File: src/rtl/dkc_pkg.sv
package dkc_pkg;
  localparam int CMD_W   = 4;
  localparam int CLR_BIT = 3;

  localparam logic [CMD_W-1:0] OP_READ  = 4'd1;
  localparam logic [CMD_W-1:0] OP_WRITE = 4'd2;
  localparam logic [CMD_W-1:0] OP_RCHK  = 4'd3;

  typedef struct packed {
    logic ovr;
    logic acf;
    logic dtk;
    logic cyo;
    logic xfer;
  } err_t;

  function automatic logic op_starts(input logic [CMD_W-1:0] f);
    return (f == OP_READ) || (f == OP_WRITE) || (f == OP_RCHK);
  endfunction
endpackage

File: src/rtl/dkc_rotor.sv
module dkc_rotor #(
  parameter int SECTORS = 24,
  parameter int ROT_DIV = 16,
  localparam int SW = $clog2(SECTORS),
  localparam int DW = (ROT_DIV > 1) ? $clog2(ROT_DIV) : 1
) (
  input  logic          clk,
  input  logic          rst_n,
  output logic [SW-1:0] sector
);
  logic [DW-1:0] div_q;
  wire tick = (div_q == DW'(ROT_DIV - 1));

  always_ff @(posedge clk or negedge rst_n) begin
    if (!rst_n) begin
      div_q  <= '0;
      sector <= '0;
    end else begin
      div_q <= tick ? '0 : div_q + 1'b1;
      if (tick)
        sector <= (sector == SW'(SECTORS - 1)) ? '0 : sector + 1'b1;
    end
  end
endmodule

File: src/rtl/dkc_stat_pack.sv
module dkc_stat_pack
  import dkc_pkg::*;
#(
  parameter int BUSY_BIT = 3,
  parameter int EX_BIT   = 2
) (
  input  err_t       err,
  input  logic       idle,
  input  logic       busy,
  output logic [7:0] sbyte
);
  always_comb begin
    sbyte         = '0;
    sbyte[7]      = err.ovr;
    sbyte[6]      = err.acf;
    sbyte[5]      = err.dtk;
    sbyte[4]      = err.cyo;
    sbyte[1]      = idle;
    sbyte[0]      = err.xfer;
    sbyte[BUSY_BIT] = busy;
    sbyte[EX_BIT] = err.ovr | err.acf | err.dtk | err.cyo;
  end
endmodule

File: src/rtl/dkc_host_if.sv
module dkc_host_if
  import dkc_pkg::*;
#(
  parameter int NDRV     = 4,
  parameter int SECTORS  = 24,
  parameter int ROT_DIV  = 16,
  parameter int HS_W     = 6,
  parameter int BUSY_BIT = 3,
  parameter int EX_BIT   = 2,
  localparam int UW = $clog2(NDRV),
  localparam int SW = $clog2(SECTORS)
) (
  input  logic            clk,
  input  logic            rst_n,
  input  logic            sel_valid,
  input  logic [UW-1:0]   sel_unit,
  input  logic            sel_upper,
  input  logic            cmd_valid,
  input  logic [7:0]      cmd_byte,
  input  logic            wr_valid,
  input  logic [7:0]      wr_byte,
  input  logic            rd_strobe,
  output logic [7:0]      rd_byte,
  output logic [7:0]      status_byte,
  input  logic [NDRV-1:0] drive_busy,
  output logic [HS_W-1:0] hdsc,
  output logic [7:0]      buf_byte,
  output logic            start_valid,
  output logic [3:0]      start_op,
  output logic [UW-1:0]   start_unit,
  output logic            start_upper,
  input  logic            done_valid,
  input  logic [4:0]      done_err,
  output logic            irq,
  output logic            chan_stop,
  output logic            clear_pulse
);
  err_t          err_q;
  logic          idle_q, busy_q;
  logic [UW-1:0] unit_q;
  logic          upper_q;
  logic [SW-1:0] sector;

  wire [CMD_W-1:0] code   = cmd_byte[CMD_W-1:0];
  wire             clr    = cmd_valid && cmd_byte[CLR_BIT];
  wire             accept = cmd_valid && !cmd_byte[CLR_BIT] && idle_q && !drive_busy[unit_q];

  dkc_rotor #(.SECTORS(SECTORS), .ROT_DIV(ROT_DIV)) u_rotor (
    .clk(clk), .rst_n(rst_n), .sector(sector)
  );

  dkc_stat_pack #(.BUSY_BIT(BUSY_BIT), .EX_BIT(EX_BIT)) u_pack (
    .err(err_q), .idle(idle_q), .busy(busy_q), .sbyte(status_byte)
  );

  assign rd_byte = idle_q ? 8'(sector) : buf_byte;

  always_ff @(posedge clk or negedge rst_n) begin
    if (!rst_n) begin
      err_q       <= '0;
      idle_q      <= 1'b1;
      busy_q      <= 1'b1;
      unit_q      <= '0;
      upper_q     <= 1'b0;
      hdsc        <= '0;
      buf_byte    <= '0;
      start_op    <= '0;
      start_unit  <= '0;
      start_upper <= 1'b0;
      start_valid <= 1'b0;
      irq         <= 1'b0;
      chan_stop   <= 1'b0;
      clear_pulse <= 1'b0;
    end else if (clr) begin
      err_q       <= '0;
      idle_q      <= 1'b1;
      busy_q      <= 1'b1;
      unit_q      <= '0;
      upper_q     <= 1'b0;
      hdsc        <= '0;
      buf_byte    <= '0;
      start_op    <= '0;
      start_unit  <= '0;
      start_upper <= 1'b0;
      start_valid <= 1'b0;
      irq         <= 1'b0;
      chan_stop   <= 1'b0;
      clear_pulse <= 1'b1;
    end else begin
      start_valid <= 1'b0;
      irq         <= 1'b0;
      chan_stop   <= 1'b0;
      clear_pulse <= 1'b0;

      if (sel_valid && idle_q) begin
        unit_q  <= sel_unit;
        upper_q <= sel_upper;
      end

      if (accept) begin
        start_op    <= code;
        start_unit  <= unit_q;
        start_upper <= upper_q;
        start_valid <= op_starts(code);
        err_q       <= '0;
        idle_q      <= 1'b0;
        busy_q      <= (code != OP_WRITE);
      end

      if (wr_valid) begin
        if (idle_q) hdsc <= wr_byte[HS_W-1:0];
        else begin
          buf_byte <= wr_byte;
          busy_q   <= 1'b1;
        end
      end

      if (rd_strobe && !idle_q) busy_q <= 1'b1;

      if (done_valid) begin
        idle_q    <= 1'b1;
        busy_q    <= 1'b0;
        err_q     <= err_q | err_t'(done_err);
        irq       <= 1'b1;
        chan_stop <= |done_err;
      end
    end
  end
endmodule

File: config.mk
export PLATFORM = sky130hd
export DESIGN_NAME = dkc_host_if
export DESIGN_NICKNAME = d
export VERILOG_FILES = /design/src/rtl/dkc_pkg.sv /design/src/rtl/dkc_rotor.sv /design/src/rtl/dkc_stat_pack.sv /design/src/rtl/dkc_host_if.sv
export SDC_FILE = /design/constraint.sdc
export NUM_CORES = 1
export LEC_CHECK = 0
export ABC_AREA = 1
export BUFFER_PORTS_ARGS = -buffer_cell sky130_fd_sc_hd__buf_2
export CORE_MARGIN = 3
export CORE_UTILIZATION = 40
export DETAILED_ROUTE_END_ITERATION = 10
export PLACE_DENSITY = 0.67
export SYNTH_ARGS = -nofsm -noshare
export SYNTH_HDL_FRONTEND = slang
export SYNTH_HIERARCHICAL = 1
export SYNTH_SLANG_ARGS = --single-unit
File: constraint.sdc
create_clock -name clk -period 1.95 [get_ports clk]
set_clock_uncertainty 0.15 [all_clocks]
set_input_delay 0.195 -clock clk [delete_from_list [all_inputs] [get_ports clk]]
set_output_delay 0.195 -clock clk [all_outputs]
set_load 0.02 [all_outputs]
==> flow_metrics.tcl <==
set metrics [dict create \
    synth_area_leaders "dfrtp_1 51%, inv_1 6.6%, nand2_1 6.6%, nand3_1 5.6%, o21ai_0 5.4%" \
    yosysWarningCount 6 \
    num-nets-final 342 \
    seq_area_um2 1100 \
    slew-limit-headroom_pct 63.8 \
    fin_crit_sh_pct 92.0 \
    worstHoldPathType "in -> reg" \
    ys.flop_type "dfrtp_1" \
    tightest_slew_ns 0.542 \
    die_h_um 77.5 \
    syn-num-nets 264 \
    rows 25 \
    cts_made_buffers 5 \
    clkTransAtPathRegs_ns 0.08 \
    setup.worst_path.end_class "primary output" \
    p_leak_uw 0.00143 \
    ioPinCount 76 \
    cts_root_buf "clkbuf_8" \
    synth-edff-count 0 \
    path_buf_inv 2 \
    start_util_pct 42.4 \
    critical_path_class "reg -> out" \
    path_delay_family "flip-flops" \
    core_region_area_um2 4820 \
    regToRegSetupSlack_ns 0.42 \
    hpwl_um 3270 \
    synth_most_common_cell "dfrtp_1" \
    cp-start-kind "register" \
    crit_required_ns 1.60 \
    grt_max_degree 45 \
    antenna_found_initial 0 \
    timing.final.hold_violations 0 \
    ys_seq_area_share_pct 54.0 \
    dr_total_vias 1733 \
    dr.pass1.iters 4 \
    combPwrFrac_pct 19.7 \
    tns_ns 0 \
    crit_chain "buf_4 > nand2_1 > o21ai_0 > buf_2" \
    synth_area_per_cell_um2 9.01 \
    synthTopCellsByCount "42 x dfrtp_1, 36 x inv_1, 36 x nand2_1, 23 x nand3_1, 22 x o21ai_0" \
    r2r-end "busy_q" \
    arrival_ns 1.45 \
    area_growth_pct 28.9 \
    p_per_area_nw_per_um2 850 \
    whs_path_depth 3 \
    clock_path_buffers 2 \
    track_usage_pct 15.9 \
    holdPathEnd "buf_byte[0]" \
    drtIter0Drc 65 \
    synth_cell_type_count 28 \
    die-width_um 77.5 \
    num-fill-cells 459 \
    max_freq_mhz 557 \
    drc 0 \
    critPathMaxFanout 18 \
    p_sw_uw 634 \
    holdWs_ns 0.0208 \
    clockPowerShare_pct 33.9 \
    synth_cells 227 \
    wl_um 4500 \
    ir_drop_v 0.000388 \
    multi_input_area_um2 702 \
    yosys_register_bits 44 \
    diodes 0 \
    htree_levels 2 \
    internal_power_uw 1610 \
    final-max-slew-violation-count 0 \
    critPathSlowestCell "dfstp_2" \
    max_stage_delay_ns 0.56 \
    grt_pass1_wl_um 7620 \
    gp_congestion 0.757 \
    cts_sinks 44 \
    port_buffers 71 \
    syn-cell-area_um2 2040 \
    antenna_left 0 \
    rsz0062_at_grt "false" \
    rr_startpoint "idle_q" \
    drive_above_1_share_pct 32.4 \
    dp_slack_ns 0.462 \
    finalWorstSetupSlack_ns 0.156 \
    setup_viol 0 \
    via_per_inst 4.65 \
    crit_start "idle_q" \
    wire_per_inst_um 12.1 \
    clk-insertion-delay-late_ns 0.29 \
    status "finished, final reports clean" \
    grt_overflow 0 \
    rr_worst_depth 7 \
    max_cap_violations 0 \
    hp-start "wr_byte[0]" \
    synthArstFlopShare_pct 100 \
    fin_crit_ns 1.79 \
    seqPwrFrac_pct 46.4 \
    dieArea_um2 6000 \
    grt_pass1_vias 1699 \
    cts_tree "yes" \
    p_sw_share_pct 28.3 \
    synth_top_cell_by_area "dfrtp_1" \
    synth_top_area_share_pct 51.4 \
]
sequential cells by signal (all words and copies together) (netlist names):
register and flops:
buf_byte 8, busy_q 1, chan_stop 1, clear_pulse 1
err_q 5, hdsc 6, idle_q 1, irq 1
start_op 4, start_unit 2, start_upper 1, start_valid 1
u_rotor/div_q 4, u_rotor/sector 5, unit_q 2, upper_q 1
per-layer routing:
| layer | track usage (%) | wire [µm] | vias up |
|---|---|---|---|
| met2 | 25.4 | 2010 | 62 |
| met4 | 5.87 | 55 | 0 |
| met3 | 5.45 | 400 | 5 |
| li1 | - | - | 880 |
| met5 | 0 | 0 | - |
| met1 | 20.0 | 2030 | 786 |
metrics by stage:
stage	total power [µW]	cell area [µm²]	cells	utilization [%]
6_report	2240	2640	373	54.7
5_1_grt	2340	2640	373	54.7
3_3_place_gp	1480	2420	356	50.2
4_1_cts	2270	2640	373	54.7
3_5_place_dp	1490	2420	356	50.2
2_1_floorplan	1350	2040	227	-
power by group through the flow:
stage                     clock, µW  sequential, µW  combinational, µW
after floorplan                   0            1120                235
after global placement            0            1060                428
after detailed placement          0            1060                432
after CTS                       777            1040                448
after global routing            804            1050                485
final                           760            1040                440
worst min-delay path: stages:
cell and delay, ns:
buf_2 0.09, inv_1 0.06, o22ai_1 0.07
cells by family after synthesis:
group           count (synthesis)  synth area share [%]
compound gates                 38                  10.4
xor+xnor                        2                 0.857
fa+ha+maj                       2                  1.22
buf+inv                        51                  11.7
flops                          44                  54.0
simple gates                   90                  21.8
cell usage in the layout, fill, tap and decap left out, drive strengths merged:
cell / count
o21ai: 27
dfrtp: 42
nor2: 18
nand4: 3
a2bb2oi: 4
or2: 2
xor2: 1
dfstp: 2
ha: 2
nand2: 41
bufinv: 1
a21oi: 1
xnor2: 1
o22ai: 6
dlygate4sd3: 9
nand3: 26
inv: 39
clkbuf: 7
buf: 74
final cells by class:
class / instances / share of cell area, %
inverters: 39 / 5.75
clock buffers: 7 / 3.66
clock inverters: 1 / 1.14
multi-input cells: 132 / 26.6
repair buffers: 83 / 17.8
well taps: 67 / 3.18
flip-flops and latches: 44 / 41.9
how the worst max path moves through the flow:
stage / slack (ns) / end / cells past startpoint
after floorplan: 0.41 / rd_byte[0] / 4
after global placement: 0.47 / busy_q / 7
after detailed placement: 0.46 / busy_q / 7
after CTS: 0.14 / rd_byte[4] / 4
after global routing: 0.05 / rd_byte[4] / 4
final: 0.16 / rd_byte[4] / 4
what timing repair did:
item | 4_1_cts | 5_1_grt
gates resized for setup | 0 | 0
hold buffers | 9 | 0
buffers inserted | 0 | 0
endpoints found under the setup margin | 0 | 0
hold endpoints to repair | 50 | 0
Power figures use the tool's default switching activity.
